--- src/rtl/tsc_pkg.sv ---
package tsc_pkg;
  typedef enum logic [1:0] {
    TSC_NOP     = 2'd0,
    TSC_PRESET  = 2'd1,
    TSC_VERIFY  = 2'd2,
    TSC_CTRL_WR = 2'd3
  } tsc_op_e;
endpackage

--- src/rtl/tsc_cmd_decode.sv ---
module tsc_cmd_decode #(
  parameter int TS_W   = 56,
  parameter int CTRL_N = 4,
  parameter int CTRL_W = 16,
  localparam int IDX_W = (CTRL_N > 1) ? $clog2(CTRL_N) : 1
) (
  input  logic              cmd_valid,
  input  logic [1:0]        cmd_op,
  input  logic [TS_W-1:0]   cmd_data,
  output logic              preset_stb,
  output logic              verify_stb,
  output logic              ctrl_we,
  output logic [IDX_W-1:0]  ctrl_idx,
  output logic [CTRL_W-1:0] ctrl_val,
  output logic [TS_W-1:0]   payload
);
  import tsc_pkg::*;
  tsc_op_e op;

  always_comb begin
    op         = tsc_op_e'(cmd_op);
    preset_stb = cmd_valid && (op == TSC_PRESET);
    verify_stb = cmd_valid && (op == TSC_VERIFY);
    ctrl_we    = cmd_valid && (op == TSC_CTRL_WR);
    ctrl_val   = cmd_data[CTRL_W-1:0];
    ctrl_idx   = cmd_data[CTRL_W +: IDX_W];
    payload    = cmd_data;
  end
endmodule

--- src/rtl/tsc_ctrl_regs.sv ---
module tsc_ctrl_regs #(
  parameter int CTRL_N = 4,
  parameter int CTRL_W = 16,
  localparam int IDX_W = (CTRL_N > 1) ? $clog2(CTRL_N) : 1
) (
  input  logic                     clk,
  input  logic                     rst,
  input  logic                     we,
  input  logic [IDX_W-1:0]         idx,
  input  logic [CTRL_W-1:0]        val,
  output logic [CTRL_N*CTRL_W-1:0] regs
);
  for (genvar k = 0; k < CTRL_N; k++) begin : g_reg
    logic [CTRL_W-1:0] r_q;
    always_ff @(posedge clk) begin
      if (rst)                                 r_q <= '0;
      else if (we && (idx == IDX_W'(k)))       r_q <= val;
    end
    assign regs[k*CTRL_W +: CTRL_W] = r_q;

    assert_ctrl_write_R10: assert property (@(posedge clk) disable iff (rst)
      (we && (idx == IDX_W'(k))) |=> (regs[k*CTRL_W +: CTRL_W] == $past(val)));
  end
endmodule

--- src/rtl/tsc_sync_gate.sv ---
module tsc_sync_gate (
  input  logic clk,
  input  logic rst,
  input  logic role_master,
  input  logic sync_in,
  input  logic local_sync_req,
  output logic sync_eff,
  output logic sync_out
);
  always_comb sync_eff = sync_in | (role_master & local_sync_req);

  always_ff @(posedge clk) begin
    if (rst) sync_out <= 1'b0;
    else     sync_out <= sync_eff;
  end

  assert_slave_no_inject_R9: assert property (@(posedge clk) disable iff (rst)
    (!role_master && !sync_in) |=> !sync_out);
endmodule

--- src/rtl/tsc_counter.sv ---
module tsc_counter #(
  parameter int TS_W    = 56,
  parameter int STRAY_W = 8
) (
  input  logic               clk,
  input  logic               rst,
  input  logic               preset_stb,
  input  logic [TS_W-1:0]    preset_val,
  input  logic               sync_eff,
  output logic [TS_W-1:0]    count,
  output logic               running,
  output logic               pending,
  output logic [STRAY_W-1:0] stray
);
  localparam logic [STRAY_W-1:0] STRAY_MAX = '1;
  localparam logic [TS_W-1:0]    ONE       = TS_W'(1);

  logic [TS_W-1:0] stage_q;
  logic            load;

  always_comb load = sync_eff && pending;

  always_ff @(posedge clk) begin
    if (rst) begin
      count   <= '0;
      running <= 1'b0;
      pending <= 1'b0;
      stage_q <= '0;
      stray   <= '0;
    end else begin
      if (load) begin
        count   <= stage_q;
        running <= 1'b1;
      end else if (running) begin
        count   <= count + ONE;
      end
      if (sync_eff && !pending && (stray != STRAY_MAX))
        stray <= stray + STRAY_W'(1);
      if (preset_stb) begin
        stage_q <= preset_val;
        pending <= 1'b1;
      end else if (load) begin
        pending <= 1'b0;
      end
    end
  end

  assert_load_on_sync_R3: assert property (@(posedge clk) disable iff (rst)
    load |=> (running && (count == $past(stage_q))));
  assert_step_R4: assert property (@(posedge clk) disable iff (rst)
    (running && !load) |=> (count == $past(count) + ONE));
  assert_no_self_start_R2: assert property (@(posedge clk) disable iff (rst)
    (!running && !load) |=> (!running && $stable(count)));
  assert_stray_bump_R5: assert property (@(posedge clk) disable iff (rst)
    (sync_eff && !pending && (stray != STRAY_MAX)) |=> (stray == $past(stray) + STRAY_W'(1)));
endmodule

--- src/rtl/tsc_verify.sv ---
module tsc_verify #(
  parameter int TS_W       = 56,
  parameter int DECODE_LAT = 2
) (
  input  logic            clk,
  input  logic            rst,
  input  logic            verify_stb,
  input  logic [TS_W-1:0] expected,
  input  logic [TS_W-1:0] count,
  input  logic            running,
  output logic            ok,
  output logic            err,
  output logic [TS_W-1:0] err_exp,
  output logic [TS_W-1:0] err_act
);
  localparam logic [TS_W-1:0] LAT_V = TS_W'(DECODE_LAT);

  logic [TS_W-1:0] target;
  logic            check, match;

  always_comb begin
    target = expected + LAT_V;
    check  = verify_stb && running;
    match  = (target == count);
  end

  always_ff @(posedge clk) begin
    if (rst) begin
      ok      <= 1'b0;
      err     <= 1'b0;
      err_exp <= '0;
      err_act <= '0;
    end else begin
      ok <= check && match;
      if (check && !match && !err) begin
        err     <= 1'b1;
        err_exp <= target;
        err_act <= count;
      end
    end
  end

  assert_sticky_err_R7: assert property (@(posedge clk) disable iff (rst)
    err |=> (err && $stable(err_exp) && $stable(err_act)));
  assert_capture_differs_R7: assert property (@(posedge clk) disable iff (rst)
    $rose(err) |-> (err_exp != err_act));
  assert_idle_verify_R8: assert property (@(posedge clk) disable iff (rst)
    (verify_stb && !running) |=> (!ok && ($past(err) == err)));
endmodule

--- src/rtl/sync_timestamp.sv ---
module sync_timestamp #(
  parameter int TS_W       = 56,
  parameter int STRAY_W    = 8,
  parameter int CTRL_N     = 4,
  parameter int CTRL_W     = 16,
  parameter int DECODE_LAT = 2,
  localparam int IDX_W     = (CTRL_N > 1) ? $clog2(CTRL_N) : 1
) (
  input  logic                     clk,
  input  logic                     rst,
  input  logic                     role_master,
  input  logic                     sync_in,
  input  logic                     local_sync_req,
  input  logic                     cmd_valid,
  input  logic [1:0]               cmd_op,
  input  logic [TS_W-1:0]          cmd_data,
  output logic                     sync_out,
  output logic [TS_W-1:0]          ts_count,
  output logic                     ts_running,
  output logic                     preset_pending,
  output logic                     verify_ok,
  output logic                     verify_err,
  output logic [TS_W-1:0]          err_expected,
  output logic [TS_W-1:0]          err_actual,
  output logic [STRAY_W-1:0]       stray_syncs,
  output logic [CTRL_N*CTRL_W-1:0] ctrl_regs
);
  logic              preset_stb, verify_stb, ctrl_we, sync_eff;
  logic [IDX_W-1:0]  ctrl_idx;
  logic [CTRL_W-1:0] ctrl_val;
  logic [TS_W-1:0]   payload;

  tsc_cmd_decode #(.TS_W(TS_W), .CTRL_N(CTRL_N), .CTRL_W(CTRL_W)) u_dec (
    .cmd_valid (cmd_valid),
    .cmd_op    (cmd_op),
    .cmd_data  (cmd_data),
    .preset_stb(preset_stb),
    .verify_stb(verify_stb),
    .ctrl_we   (ctrl_we),
    .ctrl_idx  (ctrl_idx),
    .ctrl_val  (ctrl_val),
    .payload   (payload)
  );

  tsc_sync_gate u_gate (
    .clk           (clk),
    .rst           (rst),
    .role_master   (role_master),
    .sync_in       (sync_in),
    .local_sync_req(local_sync_req),
    .sync_eff      (sync_eff),
    .sync_out      (sync_out)
  );

  tsc_counter #(.TS_W(TS_W), .STRAY_W(STRAY_W)) u_cnt (
    .clk       (clk),
    .rst       (rst),
    .preset_stb(preset_stb),
    .preset_val(payload),
    .sync_eff  (sync_eff),
    .count     (ts_count),
    .running   (ts_running),
    .pending   (preset_pending),
    .stray     (stray_syncs)
  );

  tsc_verify #(.TS_W(TS_W), .DECODE_LAT(DECODE_LAT)) u_ver (
    .clk       (clk),
    .rst       (rst),
    .verify_stb(verify_stb),
    .expected  (payload),
    .count     (ts_count),
    .running   (ts_running),
    .ok        (verify_ok),
    .err       (verify_err),
    .err_exp   (err_expected),
    .err_act   (err_actual)
  );

  tsc_ctrl_regs #(.CTRL_N(CTRL_N), .CTRL_W(CTRL_W)) u_ctrl (
    .clk (clk),
    .rst (rst),
    .we  (ctrl_we),
    .idx (ctrl_idx),
    .val (ctrl_val),
    .regs(ctrl_regs)
  );

  assert_ok_pulse_R6: assert property (@(posedge clk) disable iff (rst)
    verify_ok |=> !verify_ok || $past(verify_stb));
  assert_preset_keeps_run_R11: assert property (@(posedge clk) disable iff (rst)
    (ts_running && preset_stb) |=> ts_running);
endmodule

--- config.mk ---
export PLATFORM = sky130hd
export DESIGN_NAME = sync_timestamp
export DESIGN_NICKNAME = d
export VERILOG_FILES = /design/src/rtl/tsc_pkg.sv /design/src/rtl/tsc_cmd_decode.sv /design/src/rtl/tsc_ctrl_regs.sv /design/src/rtl/tsc_sync_gate.sv /design/src/rtl/tsc_counter.sv /design/src/rtl/tsc_verify.sv /design/src/rtl/sync_timestamp.sv
export SDC_FILE = /design/constraint.sdc
export NUM_CORES = 1
export LEC_CHECK = 0
export BUFFER_PORTS_ARGS = -buffer_cell sky130_fd_sc_hd__buf_2
export CORE_UTILIZATION = 50
export CTS_CLUSTER_SIZE = 25
export DETAILED_ROUTE_END_ITERATION = 16
export PLACE_DENSITY = 0.74
export SYNTH_ARGS = -nofsm -noshare
export SYNTH_HDL_FRONTEND = slang
export SYNTH_SLANG_ARGS = --single-unit
--- constraint.sdc ---
create_clock -name clk -period 8.6 [get_ports clk]
set_input_delay 1.72 -clock clk [delete_from_list [all_inputs] [get_ports clk]]
set_output_delay 1.72 -clock clk [all_outputs]
set_load 0.005 [all_outputs]
* After elaboration in Yosys (flattened, before gate mapping)
Cells that the tools add are included.
** Word-level totals
- Bits of input ports :: 64
- Bits in writable memories :: 0
- Logic and storage cells :: 51
- Bits in read-only memories :: 0
- Output and inout bits :: 245
- Flip-flop bits (word level) :: 301
- Latch bits :: 0
- Memories kept :: 0
** Operators by class
- Div/mod/pow operators :: 0
- Reductions and logical operators :: 20
- Shift operators :: 0
- Order comparisons :: 0
- Bitwise operators :: 2
- Multiplexer cells :: 4
- Equal/unequal tests :: 8
- $mul :: 0
- Add/subtract/negate cells :: 3
** Operators by type and width (number)
- 56-bit two-way mux :: 2
- 56-bit by 1-bit adder with 56-bit output (second input constant) :: 1
- 56-bit by 2-bit adder with 56-bit output (second input constant) :: 1
- 56-bit equality test :: 1
- 1-bit logical AND :: 14
- 8-bit by 1-bit adder with 8-bit output (second input constant) :: 1
- 2-bit equality test (second input constant) :: 4
- 8-bit inequality test (second input constant) :: 1
- 2-bit by 1-bit equality test with 1-bit output (second input constant) :: 2
- 2-bit nonzero test :: 2
- 1-bit logical NOT :: 3
- 2-bit logical NOT :: 1
- 1-bit two-way mux :: 2
- 1-bit bitwise AND :: 1
- 1-bit bitwise OR :: 1

* Longest topological paths before layout
- Depth in word-level cells :: 5
- Depth in mapped cells :: 15
- Gate-level depth less buffers :: 11

* Hierarchy
From an unflattened synthesis, not the netlist that was laid out.
** Unflattened totals
- Cell total of the unflattened synthesis :: 1829
- Area, all modules :: 16036.6 um^2
** By module, submodules not included
- tsc_verify :: cells an instance 900, area an instance 7337.0 um^2, sequential area each 2282.2 um^2, times used 1
- tsc_counter :: cells an instance 620, area an instance 5527.8 um^2, sequential area each 2442.3 um^2, times used 1
- tsc_ctrl_regs :: cells an instance 229, area an instance 2549.9 um^2, sequential area each 1281.2 um^2, times used 1
- tsc_cmd_decode :: cells an instance 77, area an instance 580.6 um^2, sequential area each 0.0 um^2, times used 1
- tsc_sync_gate :: cells an instance 3, area an instance 41.3 um^2, sequential area each 20.0 um^2, times used 1

* Worst setup path after synthesis
OpenSTA, ideal clock, no wires.
- Path kind :: in2reg
- Start point :: in cmd_data[15]
- End point :: reg u_ver.err_exp[46]
- Slack :: 3511 ps
- Library setup time :: 146 ps
- Arrival time :: 4943 ps
- Buffers on the path :: 4
- Cell stages on the path :: 14
- Required time :: 8454 ps
- Cells stage by stage :: buf_2 nand3_1 or4_4 buf_6 nor4_1 xnor2_1 o22ai_1 or4_1 nor4_1 nand3_1 buf_2 buf_2 a21oi_1 a211oi_2
** On the way
- Cells in the longest elaborated chain, start to end :: 5
** Ends and longest elaborated chain
- from (decl) :: line sync_timestamp.sv:16 : input logic [TS_W-1:0] cmd_data,
- 56-bit by 2-bit adder with 56-bit output (*) :: line tsc_verify.sv:22 : target = expected + LAT_V;
- 56-bit equality test :: line tsc_verify.sv:24 : match = (target == count);
- 1-bit logical NOT :: line tsc_verify.sv:35 : if (check && !match && !err) begin
- 1-bit logical AND (2 in series) :: line tsc_verify.sv:35
- to (signal assigned) :: line tsc_verify.sv:37 : err_exp <= target;
- to (decl) :: line tsc_verify.sv:13 : output logic [TS_W-1:0] err_exp,
Mark *: on every way between the ends. The rest lies on a longest branch, timed or not.
A chain may end at the register's enable or synchronous reset.

* Worst setup path after layout
- Start point :: in cmd_data[1]
- End point :: reg u_ver.err_exp[7]
Same word-level chain as after synthesis.

==> results_dict.tcl <==
set metrics [dict create \
    status "finished clean" \
    min_delay_path_depth 2 \
    grt_overflow 0 \
    gp_congestion 0.9633 \
    synthToLayoutAreaGrowth_pct 16.63 \
    core.rowCount 62 \
    finalSetupTns_ns 0 \
    placed_area_um2 16150 \
    max_freq_mhz 153.7 \
    crit_top_cell "nor4_1" \
    synth_cell_types 64 \
    grt_use_total_pct 32.63 \
    p_leak_nw 6.526 \
    post-place-cells 2382 \
    timing.rr.end "u_ver.err_exp[7]$_SDFFE_PP0P_" \
    ant_nets 0 \
    clk-insertion-delay-late_ns 0.57 \
    syn-num-nets 1917 \
    grt_antenna_before_repair 1 \
    drc_errors 0 \
    final_area_um2 17130 \
    synthCells 1850 \
    wl_um 50970 \
    cts_sinks 301 \
    report.final.slew_viol_count 0 \
    cp-end-kind "flip-flop" \
    path_cells "buf_2, ha_1, and3_1, nand3_1, nor4_1, xnor2_1, o22ai_1, or4_1, nor4_1, nand3_4, buf_4, a21oi_1, a211oi_2" \
    layout-drive-gt1-share_pct 20.78 \
    drtIter0Drc 1464 \
    synth_area_leaders "dfxtp_1 41%, a21oi_1 8.4%, nand2_1 7.6%" \
    period_needed_ns 6.506 \
    crit_type "in -> reg" \
    synth_top_area_share_pct 41.02 \
    hp-class "reg -> reg" \
    synth_seq_cells 301 \
    drv_cap 0 \
    grt_max_degree 179 \
    finalSetupViolations 0 \
    finalCritPeriodShare_pct 75.66 \
    ir_worst_vdd_mv 0.1380 \
    yosysWarnings 0 \
    start_util_pct 51.04 \
    syn_area_um2 14690 \
    synth_edf_count 0 \
    root_buffer "clkbuf_16" \
    die_w_um 173.4 \
    io_pins 309 \
    cts-resized-gates 0 \
    dr.pass1.iters 5 \
    fin_nets 2098 \
    via_per_inst 6.036 \
    r2r_start "u_cnt.count[2]$_SDFFE_PP0P_" \
    fp.dieH_um 173.4 \
    rsz0062_at_grt "false" \
    power_density_nw_per_um2 175.4 \
    hold_buffers 0 \
    required_ns 9.02 \
    htreeDepth 1 \
    first_global_vias 13265 \
    postCtsSetupBuffers 0 \
    cts_tree "yes" \
    num_vias 14697 \
    hold_end "u_ctrl.g_reg[2].r_q[14]$_SDFFE_PP0P_" \
    reg2reg_slack_ns 4.44 \
    syn_avg_cell_area_um2 7.941 \
    async_flop_share_pct 0 \
    yosysSeqAreaShare_pct 41.02 \
    numCtsBuffers 31 \
    coreArea_um2 28780 \
    cp_max_fo 55 \
    hold_start "u_ctrl.g_reg[2].r_q[14]$_SDFFE_PP0P_" \
    synth_ff_type "dfxtp_1" \
    cp-start-kind "input port" \
    hold_viol 0 \
    rr_worst_depth 10 \
    wire_per_inst_um 20.93 \
    skew_ns 0.01376 \
    cp.arrival_ns 6.92 \
    worst_pin_slew_ns 1.201 \
    final_cell_count_no_fill 2435 \
    cts_buffer_depth 3 \
    synth_top_area_cell "dfxtp_1" \
    path_clk_slew_ns 0.06 \
    slowest_stage "nor4_1" \
    hold-worst-slack_ns 0.4502 \
    fp.dieArea_um2 30070 \
    slew-limit-headroom_pct 19.96 \
    max_stage_delay_ns 1.02 \
    numPortBuffers 308 \
    dp.final_hpwl_um 35120 \
    grt_pass1_wl_um 78070 \
]
sequential cells by signal, summed over array words and instances, names as in the netlist:
register	count
u_ver.err_exp	56
u_ver.ok	1
u_ver.err	1
u_cnt.count	56
u_cnt.pending	1
u_gate.sync_out	1
u_cnt.running	1
u_cnt.stage_q	56
u_ctrl.g.r_q	64
u_cnt.stray	8
u_ver.err_act	56
cells in the mapped netlist (4+ instances only):
library cell / number
nand3_1: 118
nand4_1: 39
xnor2_1: 70
buf_2: 24
a311oi_1: 11
and2_1: 7
nor2_1: 105
nand2b_1: 8
inv_1: 17
clkbuf_1: 128
a211oi_1: 61
o21ai_1: 6
or2_2: 4
buf_1: 13
buf_6: 4
nor3_1: 29
and3_1: 29
or4_1: 6
o211ai_1: 4
o21ai_0: 74
o21a_1: 4
and4_1: 16
mux2i_1: 6
nor4_1: 28
o22ai_1: 6
a211oi_2: 40
a21oi_1: 247
nand3b_1: 8
nand2_1: 298
xor2_1: 73
dfxtp_1: 301
or3_1: 16
how the worst max path moves through the flow:
| stage | startpoint | endpoint | slack, ns | cells after the start |
|---|---|---|---|---|
| 2_1_floorplan | cmd_data[15] | u_ver.err_exp[46]$_SDFFE_PP0P_ | 3.51 | 14 |
| 3_3_place_gp | cmd_data[1] | u_ver.err_exp[7]$_SDFFE_PP0P_ | 1.60 | 13 |
| 3_5_place_dp | cmd_data[1] | u_ver.err_exp[14]$_SDFFE_PP0P_ | 1.65 | 13 |
| 4_1_cts | cmd_data[1] | u_ver.err_exp[7]$_SDFFE_PP0P_ | 2.23 | 13 |
| 5_1_grt | cmd_data[1] | u_ver.err_exp[7]$_SDFFE_PP0P_ | 1.95 | 13 |
| 6_report | cmd_data[1] | u_ver.err_exp[7]$_SDFFE_PP0P_ | 2.09 | 13 |
per-stage QoR:
step                worst slack [ns]  total power, mW  util (%)
global route                   1.948            3.100     59.53
floorplan                      3.511            1.623         -
detailed placement             1.654            1.720     56.11
CTS                            2.229            3.014     59.52
finish                         2.094            3.005     59.53
global placement               1.603            1.716     56.11
cells by family (layout without fill, tap and decap cells):
group	Yosys count	count (layout)	synth area share (%)
other cells	0	1	0
mux	6	6	0.4088
buf+inv	191	391	5.383
simple gates	728	728	23.66
xor+xnor	146	146	8.986
fa+ha+maj	3	3	0.2555
compound gates	475	475	20.29
flops	301	301	41.02
worst max-delay path, delay by kind of cell:
family / cells / cell delay, ns
compound gates: 3 / 0.43
xor+xnor: 1 / 0.19
fa+ha+maj: 1 / 0.25
buf+inv: 2 / 0.73
simple gates: 6 / 3.55
where the power goes:
| part | internal [mW] | switching (mW) | total, mW |
|---|---|---|---|
| sequential | 1.42 | 0.0334 | 1.45 |
| clock | 0.752 | 0.556 | 1.31 |
| combinational | 0.0816 | 0.161 | 0.243 |
| total | 2.25 | 0.751 | 3.00 |
layer usage:
| layer | global-route usage [%] | part of all wire [%] | up-vias | wire length (um) |
|---|---|---|---|---|
| met4 | 11.62 | 3.3 | 0 | 1689 |
| met2 | 50.72 | 45 | 673 | 22900 |
| met5 | 0 | 0 | - | 0 |
| met1 | 45.31 | 43 | 7056 | 22120 |
| li1 | - | - | 6863 | - |
| met3 | 5.768 | 8.4 | 105 | 4263 |
layout make-up:
class | instances | area, um^2
antenna | 1 | 2.502
clock buffer | 43 | 900.9
clock inverter | 9 | 80.08
fill | 2603 | 11650
inverter | 17 | 63.81
multi-input combinational | 1358 | 7910
sequential | 301 | 6026
tap | 384 | 480.5
timing repair buffer | 322 | 1669
cells in the final DEF (no fill, tap or decap), drive strengths merged, types with 30 or more instances in the layout:
master	instances
nand4	40
xor2	73
a211oi	101
clkbuf	43
dfxtp	301
nand3	119
o21ai	80
a21oi	247
xnor2	70
buf	322
nor4	30
nor2	106
nand2	298
Note: power is estimated with default switching activity, not from simulation.
